<file path="src/rtl/sio_pkg.sv">
package sio_pkg;
    localparam int CHAR_W  = 8;
    localparam int OVS     = 8;
    localparam int SUB_W   = $clog2(OVS);
    localparam int IDX_W   = $clog2(CHAR_W);
    localparam int FRAME_W = CHAR_W + 3;

    typedef enum logic [1:0] {
        W_DATA = 2'd0,
        W_STAT = 2'd1,
        W_CTRL = 2'd2,
        W_SCAL = 2'd3
    } word_e;

    // bit 7 .. bit 0 of the control word
    typedef struct packed {
        logic loop_en;
        logic flow_en;
        logic par_en;
        logic par_odd;
        logic tx_ie;
        logic rx_ie;
        logic tx_en;
        logic rx_en;
    } ctrl_t;

    typedef enum logic [2:0] {
        RX_IDLE, RX_START, RX_DATA, RX_PAR, RX_STOP, RX_REARM
    } rx_state_e;

    typedef struct packed {
        logic brk;
        logic parity;
        logic framing;
    } rx_err_t;
endpackage

</file>
<file path="src/rtl/sio_baud.sv">
module sio_baud #(
    parameter int SCALER_W = 12
) (
    input  logic                clk,
    input  logic                rst_n,
    input  logic [SCALER_W-1:0] reload,
    output logic                tick
);
    typedef struct packed {
        logic [SCALER_W-1:0] cnt;
        logic                tick;
    } baud_t;

    baud_t st_d, st_q;

    always_comb begin
        st_d      = st_q;
        st_d.tick = 1'b0;
        if (st_q.cnt == '0) begin
            st_d.cnt  = reload;
            st_d.tick = 1'b1;
        end else begin
            st_d.cnt = st_q.cnt - 1'b1;
        end
    end

    always_ff @(posedge clk) begin
        if (!rst_n) st_q <= '0;
        else        st_q <= st_d;
    end

    assign tick = st_q.tick;
endmodule

</file>
<file path="src/rtl/sio_tx.sv">
module sio_tx
    import sio_pkg::*;
(
    input  logic              clk,
    input  logic              rst_n,
    input  logic              tick,
    input  logic              load,
    input  logic [CHAR_W-1:0] din,
    input  logic              par_en,
    input  logic              par_odd,
    output logic              busy,
    output logic              line
);
    localparam int LEFT_W = $clog2(FRAME_W + 1);

    typedef struct packed {
        logic [FRAME_W-1:0] sh;
        logic [LEFT_W-1:0]  left;
        logic [SUB_W-1:0]   sub;
        logic               busy;
    } tx_t;

    tx_t st_d, st_q;

    always_comb begin
        st_d = st_q;
        if (!st_q.busy) begin
            if (load) begin
                st_d.busy = 1'b1;
                st_d.sub  = '0;
                st_d.sh   = {1'b1, (par_en ? ((^din) ^ par_odd) : 1'b1), din, 1'b0};
                st_d.left = par_en ? LEFT_W'(FRAME_W) : LEFT_W'(FRAME_W - 1);
            end
        end else if (tick) begin
            st_d.sub = st_q.sub + 1'b1;
            if (st_q.sub == SUB_W'(OVS - 1)) begin
                st_d.sh   = {1'b1, st_q.sh[FRAME_W-1:1]};
                st_d.left = st_q.left - 1'b1;
                if (st_q.left == LEFT_W'(1)) st_d.busy = 1'b0;
            end
        end
    end

    always_ff @(posedge clk) begin
        if (!rst_n) st_q <= '0;
        else        st_q <= st_d;
    end

    assign busy = st_q.busy;
    assign line = st_q.busy ? st_q.sh[0] : 1'b1;
endmodule

</file>
<file path="src/rtl/sio_rx.sv">
module sio_rx
    import sio_pkg::*;
(
    input  logic              clk,
    input  logic              rst_n,
    input  logic              tick,
    input  logic              enable,
    input  logic              line,
    input  logic              par_en,
    input  logic              par_odd,
    output logic              done,
    output logic [CHAR_W-1:0] data,
    output rx_err_t           err
);
    typedef struct packed {
        rx_state_e         state;
        logic [SUB_W-1:0]  sub;
        logic [IDX_W-1:0]  idx;
        logic [CHAR_W-1:0] sh;
        logic              par_bad;
        logic              done;
        logic [CHAR_W-1:0] data;
        rx_err_t           err;
    } rx_t;

    rx_t st_d, st_q;

    always_comb begin
        st_d      = st_q;
        st_d.done = 1'b0;
        if (!enable) begin
            st_d.state = RX_IDLE;
            st_d.sub   = '0;
        end else if (st_q.state == RX_REARM) begin
            if (line) st_d.state = RX_IDLE;
        end else if (tick) begin
            st_d.sub = st_q.sub + 1'b1;
            case (st_q.state)
                RX_IDLE: begin
                    st_d.sub = '0;
                    if (!line) st_d.state = RX_START;
                end
                RX_START: begin
                    if (st_q.sub == SUB_W'(OVS / 2 - 1)) begin
                        st_d.sub     = '0;
                        st_d.idx     = '0;
                        st_d.par_bad = 1'b0;
                        st_d.state   = line ? RX_IDLE : RX_DATA;
                    end
                end
                RX_DATA: begin
                    if (st_q.sub == SUB_W'(OVS - 1)) begin
                        st_d.sh  = {line, st_q.sh[CHAR_W-1:1]};
                        st_d.idx = st_q.idx + 1'b1;
                        if (st_q.idx == IDX_W'(CHAR_W - 1))
                            st_d.state = par_en ? RX_PAR : RX_STOP;
                    end
                end
                RX_PAR: begin
                    if (st_q.sub == SUB_W'(OVS - 1)) begin
                        st_d.par_bad = line ^ (^st_q.sh) ^ par_odd;
                        st_d.state   = RX_STOP;
                    end
                end
                RX_STOP: begin
                    if (st_q.sub == SUB_W'(OVS - 1)) begin
                        st_d.done        = 1'b1;
                        st_d.data        = st_q.sh;
                        st_d.err.framing = !line && (st_q.sh != '0);
                        st_d.err.brk     = !line && (st_q.sh == '0);
                        st_d.err.parity  = par_en && st_q.par_bad;
                        st_d.state       = line ? RX_IDLE : RX_REARM;
                    end
                end
                default: st_d.state = RX_IDLE;
            endcase
        end
    end

    always_ff @(posedge clk) begin
        if (!rst_n) st_q <= '0;
        else        st_q <= st_d;
    end

    assign done = st_q.done;
    assign data = st_q.data;
    assign err  = st_q.err;
endmodule

</file>
<file path="src/rtl/sio_channel.sv">
module sio_channel
    import sio_pkg::*;
#(
    parameter int SCALER_W = 12
) (
    input  logic        clk,
    input  logic        rst_n,
    input  logic        bus_sel,
    input  logic        bus_wr,
    input  logic [1:0]  bus_addr,
    input  logic [31:0] bus_wdata,
    output logic [31:0] bus_rdata,
    input  logic        rxd,
    input  logic        cts_n,
    output logic        txd,
    output logic        rts_n,
    output logic        rx_irq,
    output logic        tx_irq
);
    typedef struct packed {
        ctrl_t               ctrl;
        logic [SCALER_W-1:0] scaler;
        logic [CHAR_W-1:0]   hold;
        logic                hold_full;
        logic [CHAR_W-1:0]   rx_buf;
        logic                dr;
        logic                ovr;
        logic                brk;
        logic                perr;
        logic                ferr;
        logic                rx_irq;
        logic                tx_irq;
        logic [1:0]          rxd_sync;
        logic [1:0]          cts_sync;
    } chan_t;

    chan_t st_d, st_q;

    logic              tick;
    logic              tx_busy;
    logic              tx_line;
    logic              tx_go;
    logic              rx_line;
    logic              rx_done;
    logic [CHAR_W-1:0] rx_data;
    rx_err_t           rx_err;
    logic              acc_wr, acc_rd;
    logic              cts_ok;

    // aliases for the bound checker
    logic              loop_en_w, flow_en_w, hold_full_w, dr_w, ovr_w;
    logic [CHAR_W-1:0] rx_buf_w;

    sio_baud #(.SCALER_W(SCALER_W)) u_baud (
        .clk    (clk),
        .rst_n  (rst_n),
        .reload (st_q.scaler),
        .tick   (tick)
    );

    sio_tx u_tx (
        .clk     (clk),
        .rst_n   (rst_n),
        .tick    (tick),
        .load    (tx_go),
        .din     (st_q.hold),
        .par_en  (st_q.ctrl.par_en),
        .par_odd (st_q.ctrl.par_odd),
        .busy    (tx_busy),
        .line    (tx_line)
    );

    sio_rx u_rx (
        .clk     (clk),
        .rst_n   (rst_n),
        .tick    (tick),
        .enable  (st_q.ctrl.rx_en),
        .line    (rx_line),
        .par_en  (st_q.ctrl.par_en),
        .par_odd (st_q.ctrl.par_odd),
        .done    (rx_done),
        .data    (rx_data),
        .err     (rx_err)
    );

    assign acc_wr  = bus_sel && bus_wr;
    assign acc_rd  = bus_sel && !bus_wr;
    assign cts_ok  = !st_q.ctrl.flow_en || !st_q.cts_sync[1];
    assign tx_go   = st_q.hold_full && st_q.ctrl.tx_en && !tx_busy && cts_ok;
    assign rx_line = st_q.ctrl.loop_en ? tx_line : st_q.rxd_sync[1];

    always_comb begin
        st_d          = st_q;
        st_d.rxd_sync = {st_q.rxd_sync[0], rxd};
        st_d.cts_sync = {st_q.cts_sync[0], cts_n};

        if (acc_wr && bus_addr == W_CTRL) st_d.ctrl   = ctrl_t'(bus_wdata[CHAR_W-1:0]);
        if (acc_wr && bus_addr == W_SCAL) st_d.scaler = bus_wdata[SCALER_W-1:0];

        if (tx_go) st_d.hold_full = 1'b0;
        if (acc_wr && bus_addr == W_DATA) begin
            st_d.hold      = bus_wdata[CHAR_W-1:0];
            st_d.hold_full = 1'b1;
        end

        if (acc_rd && bus_addr == W_DATA) st_d.dr = 1'b0;
        if (acc_wr && bus_addr == W_STAT && bus_wdata == '0) begin
            st_d.dr   = 1'b0;
            st_d.ovr  = 1'b0;
            st_d.brk  = 1'b0;
            st_d.perr = 1'b0;
            st_d.ferr = 1'b0;
        end

        if (rx_done) begin
            if (st_q.dr) begin
                st_d.ovr = 1'b1;
            end else begin
                st_d.rx_buf = rx_data;
                st_d.dr     = 1'b1;
            end
            if (rx_err.brk)     st_d.brk  = 1'b1;
            if (rx_err.parity)  st_d.perr = 1'b1;
            if (rx_err.framing) st_d.ferr = 1'b1;
        end

        st_d.rx_irq = st_q.ctrl.rx_ie && st_d.dr && !st_q.dr;
        st_d.tx_irq = st_q.ctrl.tx_ie && tx_go;
    end

    always_ff @(posedge clk) begin
        if (!rst_n) begin
            st_q          <= '0;
            st_q.rxd_sync <= 2'b11;
            st_q.cts_sync <= 2'b11;
        end else begin
            st_q <= st_d;
        end
    end

    always_comb begin
        case (bus_addr)
            W_DATA:  bus_rdata = {{(32-CHAR_W){1'b0}}, st_q.rx_buf};
            W_STAT:  bus_rdata = {25'd0, st_q.ferr, st_q.perr, st_q.ovr, st_q.brk,
                                  !st_q.hold_full, !tx_busy, st_q.dr};
            W_CTRL:  bus_rdata = {{(32-CHAR_W){1'b0}}, st_q.ctrl};
            default: bus_rdata = {{(32-SCALER_W){1'b0}}, st_q.scaler};
        endcase
    end

    assign txd    = st_q.ctrl.loop_en ? 1'b1 : tx_line;
    assign rts_n  = st_q.ctrl.flow_en && st_q.dr;
    assign rx_irq = st_q.rx_irq;
    assign tx_irq = st_q.tx_irq;

    assign loop_en_w   = st_q.ctrl.loop_en;
    assign flow_en_w   = st_q.ctrl.flow_en;
    assign hold_full_w = st_q.hold_full;
    assign dr_w        = st_q.dr;
    assign ovr_w       = st_q.ovr;
    assign rx_buf_w    = st_q.rx_buf;
endmodule

</file>
<file path="config.mk">
export PLATFORM = sky130hd
export DESIGN_NAME = sio_channel
export DESIGN_NICKNAME = d
export VERILOG_FILES = /design/src/rtl/sio_pkg.sv /design/src/rtl/sio_baud.sv /design/src/rtl/sio_tx.sv /design/src/rtl/sio_rx.sv /design/src/rtl/sio_channel.sv
export SDC_FILE = /design/constraint.sdc
export NUM_CORES = 1
export LEC_CHECK = 0
export BUFFER_PORTS_ARGS = -buffer_cell sky130_fd_sc_hd__buf_2
export CORE_AREA = 4 4 108 110
export DETAILED_ROUTE_END_ITERATION = 16
export DIE_AREA = 0 0 112 114
export GPL_ROUTABILITY_DRIVEN = 0
export HOLD_SLACK_MARGIN = 0.03
export PLACE_DENSITY = 0.7
export SLEW_MARGIN = 30
export SYNTH_ARGS = -nofsm -noshare
export SYNTH_HDL_FRONTEND = slang
export SYNTH_SLANG_ARGS = --single-unit
</file>
<file path="constraint.sdc">
create_clock -name clk -period 2.3 [get_ports clk]
set_clock_uncertainty 0.05 [all_clocks]
set_input_delay 0.46 -clock clk [delete_from_list [all_inputs] [get_ports clk]]
set_output_delay 0.46 -clock clk [all_outputs]
set_load 0.005 [all_outputs]
</file>
==> metrics.md, run 1 <==
| Metric | Value |
|---|---|
| Seq/Total Area, Yosys | 41.64% |
| Number of buffers inserted by post-CTS setup repair | 0 |
| Number of vias in the routed layout | around 4400 |
| Global-route total usage across every layer | 18.95% |
| Critical Path Sink | bus_rdata[1] |
| Yosys warnings | 0 |
| Share of layout cells above drive strength 1 | about 16% |
| GR Util met3 | 4.934% |
| DRC viols | 0 |
| Clock Sinks | 110 |
| Diode count | 0 |
| Fin Hold WS | roughly 0.21 ns |
| Post-CTS clock slew at the launch and capture registers of the worst setup and hold paths | approximately 0.10 ns |
| Cell area power density | 685.8 nW/um^2 |
| Proportion of synthesized area in mux cells | under 10% |
| Share of Yosys cell area claimed by the top area cell type | 41.64% |
| Starting DRC count in detailed routing | 258 |
| Flop and latch count out of synthesis | 110 |
| Period Utilization, post-route | between 90 and 100% |
| Headroom to the max-slew limit | 49.12% |
| Cts bufs inserted | 9 |
| Leakage | 2.142 nW |
| DPL Wire Length | around 8900 um |
| Library cells used by synthesis | 60 |
| Final instance count without filler cells | ~800 |
| H-tree Lvls | 3 |
| Syn Std Cell Area | about 5300 sq um |
| Die Y-Extent | approximately 110 um |
| Path type of the worst min-delay path | input port to register |
| Antenna-violating nets left | 0 |
| Combinational family with the most area after synthesis | simple AND/OR/NAND/NOR gates |
| Growth of design area from synthesis to finish | 10.29% |
| Synth Area in Compound Gates | between 10% and 20% |
| Critical path class | register to output pin |
| Via-to-Cell Ratio | about 5.5 |
| Type of origin of the critical path | register |
| Number of maximum-capacitance violations | 0 |
| R2r worst-path depth | 4 |
| CP arrival | around 1.7 ns |
| Final hold violations | 0 |
| Number of hold buffers added after CTS | 0 |
| Cell total after placement | ~780 |
| Met1 routing resource usage after global routing | 24.57% |
| Effective utilization at floorplan | between 40% and 50% |
| First-pass iteration count of the detailed router | 5 |
| Minimum period implied by the final worst setup slack | 2.164 ns |
| Final-stage net count | 709 |
| Required arrival time at the worst endpoint | 1.79 ns |
| Total power of the final layout | between 4 and 5 mW |
| Mean post-synth cell area | approximately 8.7 sq um |
| Crit-path max FO | 9 |
| Number of cell rows | 38 |
| Endpoint of the most critical register-to-register path | u_baud.st_q[1] |
| Type of destination of the critical path | output pin |
| Wire length of the first global-routing pass | between 15000 and 20000 um |
| Pin count of the biggest net entering global routing | 45 |
| RSZ-0062 raised after global routing | no |
| Slew Limit Fails | 0 |
| Async set-or-reset flop fraction in the synthesized netlist | 0% |
| Worst Tran Pin Value | ~0.76 ns |
| Final Util | between 50 and 60% |
| Initial antenna violation count | 0 |
| TritonCTS clock tree | yes |
| Share of the synthesized netlist area taken by xor and xnor gates | roughly 3.8% |
| Critical path launch point | u_tx.busy |
| Maximum operating frequency | 462.2 MHz |
| Max Root-Sink Buffers | 2 |
| Most instantiated cells after synthesis | sky130_fd_sc_hd__dfxtp_1, sky130_fd_sc_hd__nand2_1, sky130_fd_sc_hd__a21oi_1 |
| Overall die area | between 10000 and 15000 sq um |
| Via count of the first global-routing pass | 4121 |
| Number of ports placed on the die boundary | 76 |
| Core footprint | ~11000 sq um |
| Wire length per cell | roughly 15 um |
| Met2 track utilization from global routing | between 30% and 40% |
| Peak ir drop on the vdd network | 0.5723 mV |
| Worst R2R Setup Slack | ~0.19 ns |
| Outcome | complete, no violations |
| Root cell of the clock tree | sky130_fd_sc_hd__clkbuf_8 |
| Number of failing setup endpoints in the final timing report | 0 |
| Busiest grt layer | met2 |
| Port bufs | between 50 and 60 |
| Startpoint of the worst-slack reg-to-reg timing path | u_baud.st_q[7] |
| Setup total negative slack | 0 ns |
| Number of flops mapped to enable cells by yosys | 0 |
| Skew-Pair Late Insertion Delay | 0.39 ns |
| Instance count of the mapped netlist | ~610 |
| Dominant cell type by area after synthesis | sky130_fd_sc_hd__dfxtp_1 |
| Fraction of the mapped netlist area in simple logic gates | a little over a fifth |
| Overall overflow remaining after global route | 0 |
| Primary FF master, synth | sky130_fd_sc_hd__dfxtp_1 |
| Share of synthesized cell area in full adder, half adder and majority cells | under 10% |
| Wire length reported by the detailed router | 12110 um |
| Count leader, synth | sky130_fd_sc_hd__dfxtp_1 |
| Synth top area cells | sky130_fd_sc_hd__dfxtp_1, sky130_fd_sc_hd__nand2_1, sky130_fd_sc_hd__a21oi_1, sky130_fd_sc_hd__mux2i_1, sky130_fd_sc_hd__ha_1 |
| Width of the die | between 100 and 150 um |
metal layers:
layer,up-vias,routed length [um]
met1,2053,5498
li1,2186,-
met5,-,0
met3,19,771
met2,113,5669
met4,0,168
power breakdown:
part	switching, mW	internal (mW)	total, mW
sequential	0.111	2.01	2.12
clock	0.633	0.446	1.08
combinational	0.439	0.363	0.801
total	1.18	2.82	4.00
state kept, by name, summed over array words and instances (netlist names), 2 cells and up:
signal	flops
u_rx.err	3
rx_buf_w	8
u_rx.data	8
u_baud.st_q	12
st_q	31
u_rx.st_q	18
u_tx.st_q	18
st_d	2
through the flow:
step / instance area [sq um] / setup WS, ns
after detailed placement: 5643 / 0.1033
final: 5833 / 0.1364
after global routing: 5833 / 0.04097
after floorplan: 5360 / 0.1163
after global placement: 5643 / 0.1204
after CTS: 5818 / 0.1104
how the worst min path moves through the flow:
stage	endpoint	startpoint	slack [ns]	cells past startpoint
3_5_place_dp	st_q[3]	st_d[3]	0.34	1
5_1_grt	st_d[1]	cts_n	0.20	2
6_report	st_d[3]	rxd	0.21	2
2_1_floorplan	st_q[1]	st_d[1]	0.34	1
4_1_cts	st_d[3]	rxd	0.19	2
3_3_place_gp	st_q[3]	st_d[3]	0.34	1
layout by cell type (no fill, tap or decap), types with 3 or more instances in the layout:
master                     netlist  layout
sky130_fd_sc_hd__inv_1          22      21
sky130_fd_sc_hd__or3_1           3       3
sky130_fd_sc_hd__buf_2           3      55
sky130_fd_sc_hd__conb_1          1      20
sky130_fd_sc_hd__nand2_1        98      98
sky130_fd_sc_hd__xor2_1          3       3
sky130_fd_sc_hd__mux4_2          7       7
sky130_fd_sc_hd__nor4_1         11      11
sky130_fd_sc_hd__o31ai_1         6       6
sky130_fd_sc_hd__nand4b_1        4       4
sky130_fd_sc_hd__a22oi_1         9       9
sky130_fd_sc_hd__nand4_1         3       3
sky130_fd_sc_hd__mux2_2          3       3
sky130_fd_sc_hd__ha_1           16      16
sky130_fd_sc_hd__nand2b_1       10      10
sky130_fd_sc_hd__nor2_1         34      34
sky130_fd_sc_hd__nor3_1         14      14
sky130_fd_sc_hd__and2_1          4       4
sky130_fd_sc_hd__mux2i_1        23      23
sky130_fd_sc_hd__o21ai_0         6       6
sky130_fd_sc_hd__xnor2_1        12      12
sky130_fd_sc_hd__xnor3_1         3       3
sky130_fd_sc_hd__nand3b_1        5       5
sky130_fd_sc_hd__a211oi_1       12      12
sky130_fd_sc_hd__clkbuf_8        0      11
sky130_fd_sc_hd__and3_1          8       8
sky130_fd_sc_hd__buf_4          20      15
sky130_fd_sc_hd__nand3_1        15      15
sky130_fd_sc_hd__nor3b_1         3       3
sky130_fd_sc_hd__dfxtp_1       110     110
sky130_fd_sc_hd__a21oi_1        70      70
worst max-delay path: stages, from the launching register on:
cell,delay (ns)
sky130_fd_sc_hd__dfxtp_1,0.51
sky130_fd_sc_hd__inv_1,0.14
sky130_fd_sc_hd__mux4_2,0.48
sky130_fd_sc_hd__buf_2,0.15
logic make-up after synthesis:
kind of cell	after synthesis
XOR/XNOR	18
other	1
AO/OA/AOI/OAI	123
adder cells (fa/ha/maj)	16
AND/OR/NAND/NOR	229
multiplexers	33
buffers and inverters	79
flip-flops	110
area by class of cell:
class	count	area (sq um)
Multi-Input combinational cell	439	2790
Clock buffer	12	155.1
Inverter	22	82.58
Tap cell	140	175.2
Timing Repair Buffer	71	407.9
Fill cell	989	4865
Sequential cell	110	2202
Clock inverter	3	20.02
what timing repair did:
action                                 4_1_cts  5_1_grt
endpoints found under the hold margin        0        0
setup endpoints to repair                    0        7
gates resized for setup                      0        2
(Power assumes the default switching activity.)
==> run 2, diff against run 1 <==
==> constraint.sdc (replaced) <==
create_clock -name clk -period 2.1 [get_ports clk]
set_clock_uncertainty 0.05 [all_clocks]
set_input_delay 0.42 -clock clk [delete_from_list [all_inputs] [get_ports clk]]
set_output_delay 0.42 -clock clk [all_outputs]
set_load 0.005 [all_outputs]
==> run 2 against run 1 <==
Register-to-register slack worse by 0.15 ns. Clock power up 21%. Worst setup slack worse by 0.095 ns. Power up 15%. Global-route usage about the same. Die area unchanged. Final area up 1.9%. Sequential power up 9.4%. Critical path type is now register to register. Largest cell class unchanged.
==> metrics.md, run 2 (synthesis gave the netlist of run 1 again) <==
| Metric | Value |
|---|---|
| Crit path largest cell delay | around 0.55 ns |
| Type of origin of the critical path | register |
| First-pass iteration count of the detailed router | 4 |
| Endpoint of the most critical register-to-register path | u_baud.st_q[1] |
| Crit-path leading delay family | simple AND/OR/NAND/NOR gates |
| Via-to-Cell Ratio | 5.491 |
| Width of the die | about 110 um |
| Path type of the worst min-delay path | input port to register |
| Max FFs per register | 31 |
| Peak ir drop on the vdd network | around 0.61 mV |
| Period Utilization, post-route | a little under 100% |
| CP arrival | about 2.3 ns |
| Die Y-Extent | ~110 um |
| Worst Tran Pin Value | about 0.57 ns |
| Core footprint | 10700 sq um |
| Starting DRC count in detailed routing | between 200 and 250 |
| Clock Sinks | 110 |
| Root cell of the clock tree | sky130_fd_sc_hd__clkbuf_8 |
| Number of maximum-capacitance violations | 0 |
| Post-layout instance area | 5943 sq um |
| Antenna-violating nets left | 0 |
| Wire length per cell | between 15 and 20 um |
| Number of failing setup endpoints in the final timing report | 0 |
| Type of destination of the critical path | register |
| Wire length reported by the detailed router | between 10000 and 15000 um |
| Overall overflow remaining after global route | 0 |
| Critical path class | register to register |
| RSZ-0062 raised after global routing | yes |
| Startpoint of the worst-slack reg-to-reg timing path | u_baud.st_q[8] |
| Register Area | approximately 2200 sq um |
| Setup total negative slack | 0 ns |
| Count of filler cells inserted in the layout | slightly below 1000 |
| Critical Path Stages | 4 |
| Share of layout cells above drive strength 1 | between 10% and 20% |
| Cts bufs inserted | 9 |
| Cell area power density | around 780 nW/um^2 |
| Skew-Pair Late Insertion Delay | 0.37 ns |
| Critical Path Sink | u_baud.st_q[1] |
| Most frequent cells in the layout | sky130_fd_sc_hd__dfxtp_1, sky130_fd_sc_hd__nand2_1, sky130_fd_sc_hd__a21oi_1 |
| Max Root-Sink Buffers | 2 |
| Initial antenna violation count | 0 |
| Wire length of the first global-routing pass | ~20000 um |
| Final-stage net count | roughly 700 |
| Minimum period implied by the final worst setup slack | a little over 2 ns |
| Leakage | roughly 2.2 nW |
| Global-route total usage across every layer | 18.97% |
| Via count of the first global-routing pass | 4196 |
| Slew Limit Fails | 0 |
| Effective utilization at floorplan | approximately 49% |
| DRC viols | 0 |
| Leading cell type in the layout, fill and taps excluded | sky130_fd_sc_hd__dfxtp_1 |
| Post-CTS clock slew at the launch and capture registers of the worst setup and hold paths | 0.10 ns |
| Required arrival time at the worst endpoint | approximately 2.3 ns |
| Overall die area | 12770 sq um |
| Cell-by-cell listing of the critical path | or4_4, or4_4, or2_4, a211oi_1 |
| Register with the highest flop count | st_q |
| Number of ports placed on the die boundary | between 70 and 80 |
| Critical path launch point | u_baud.st_q[8] |
| TritonCTS clock tree | yes |
| DPL Wire Length | just under 9000 um |
| Fin Hold WS | about 0.17 ns |
| Maximum operating frequency | roughly 490 MHz |
| Worst R2R Setup Slack | ~0.042 ns |
| Headroom to the max-slew limit | approximately 62% |
| Outcome | complete, no violations |
| H-tree Lvls | 3 |
| Number of vias in the routed layout | 4404 |
| Crit-path max FO | 12 |
| Pin count of the biggest net entering global routing | 32 |
| Final hold violations | 0 |
| Area used by multi-input combinational logic | 2808 sq um |
| Number of cell rows | 38 |
| Number of hold buffers added after CTS | 0 |
| Number of buffer and inverter stages on the critical path | 0 |
| Port bufs | 55 |
| R2r worst-path depth | 4 |
| Diode count | 0 |
| Growth of design area from synthesis to finish | 12.37% |
| Cell seen most often among critical-path stages | sky130_fd_sc_hd__or4_4 |
| Largest registers | st_q: 31 flops, u_rx.st_q: 18 flops, u_tx.st_q: 18 flops |
| Post-placement cell area | around 5700 sq um |
| Crit path max-delay cell type | sky130_fd_sc_hd__or4_4 |
==> run 2: cell types whose count changed in the layout (fill, tap and decap cells not counted), sizes merged <==
cell      change
clkinvlp      -2
bufinv        +1
inv           +1
buf           +6
clkbuf        -1
==> run 2: report_power, final <==
group / internal, mW / switching (mW)
sequential: 2.20 / 0.117
clock: 0.607 / 0.700
combinational: 0.463 / 0.528
total: 3.27 / 1.34
==> run 2: worst min path at each step <==
stage | startpoint | endpoint | slack (ns) | cells past startpoint
2_1_floorplan | st_d[1] | st_q[1] | 0.34 | 1
3_5_place_dp | st_d[3] | st_q[3] | 0.35 | 1
3_3_place_gp | st_d[3] | st_q[3] | 0.34 | 1
5_1_grt | rxd | st_d[3] | 0.17 | 2
4_1_cts | rxd | st_d[3] | 0.16 | 2
6_report | rxd | st_d[3] | 0.17 | 2
==> run 2: cell type report <==
class                           count  area share (%)
Clock buffer                       11           2.547
Clock inverter                      3          0.7368
Inverter                           22           1.389
Multi-Input combinational cell    439           47.24
Sequential cell                   110           37.09
Tap cell                          140           2.947
Timing Repair Buffer               77           8.042
==> run 2: layer usage <==
metal / routed length, um / share of wire, % / GRT usage [%]
met1: 5637 / 46 / 24.92
met2: 5709 / 47 / 31.29
met3: 589 / 4.8 / 3.395
met4: 219 / 1.8 / 7.372
met5: 0 / 0 / 0
==> run 2: timing repair <==
action                                  4_1_cts  5_1_grt
setup buffers                                 0        1
gates resized for setup                       1        8
pin swaps                                     0        1
endpoints found under the setup margin        3       18
==> run 2: stage by stage <==
step / cells / utilization, % / worst slack, ns / total power, mW
floorplan: 628 / - / 0.008090 / 3.082
global placement: 787 / 53.33 / -0.01603 / 3.259
detailed placement: 787 / 53.33 / -0.05118 / 3.297
CTS: 801 / 55.20 / 0.01471 / 4.589
global route: 802 / 55.56 / -0.02110 / 4.845
finish: 802 / 55.56 / 0.04181 / 4.615
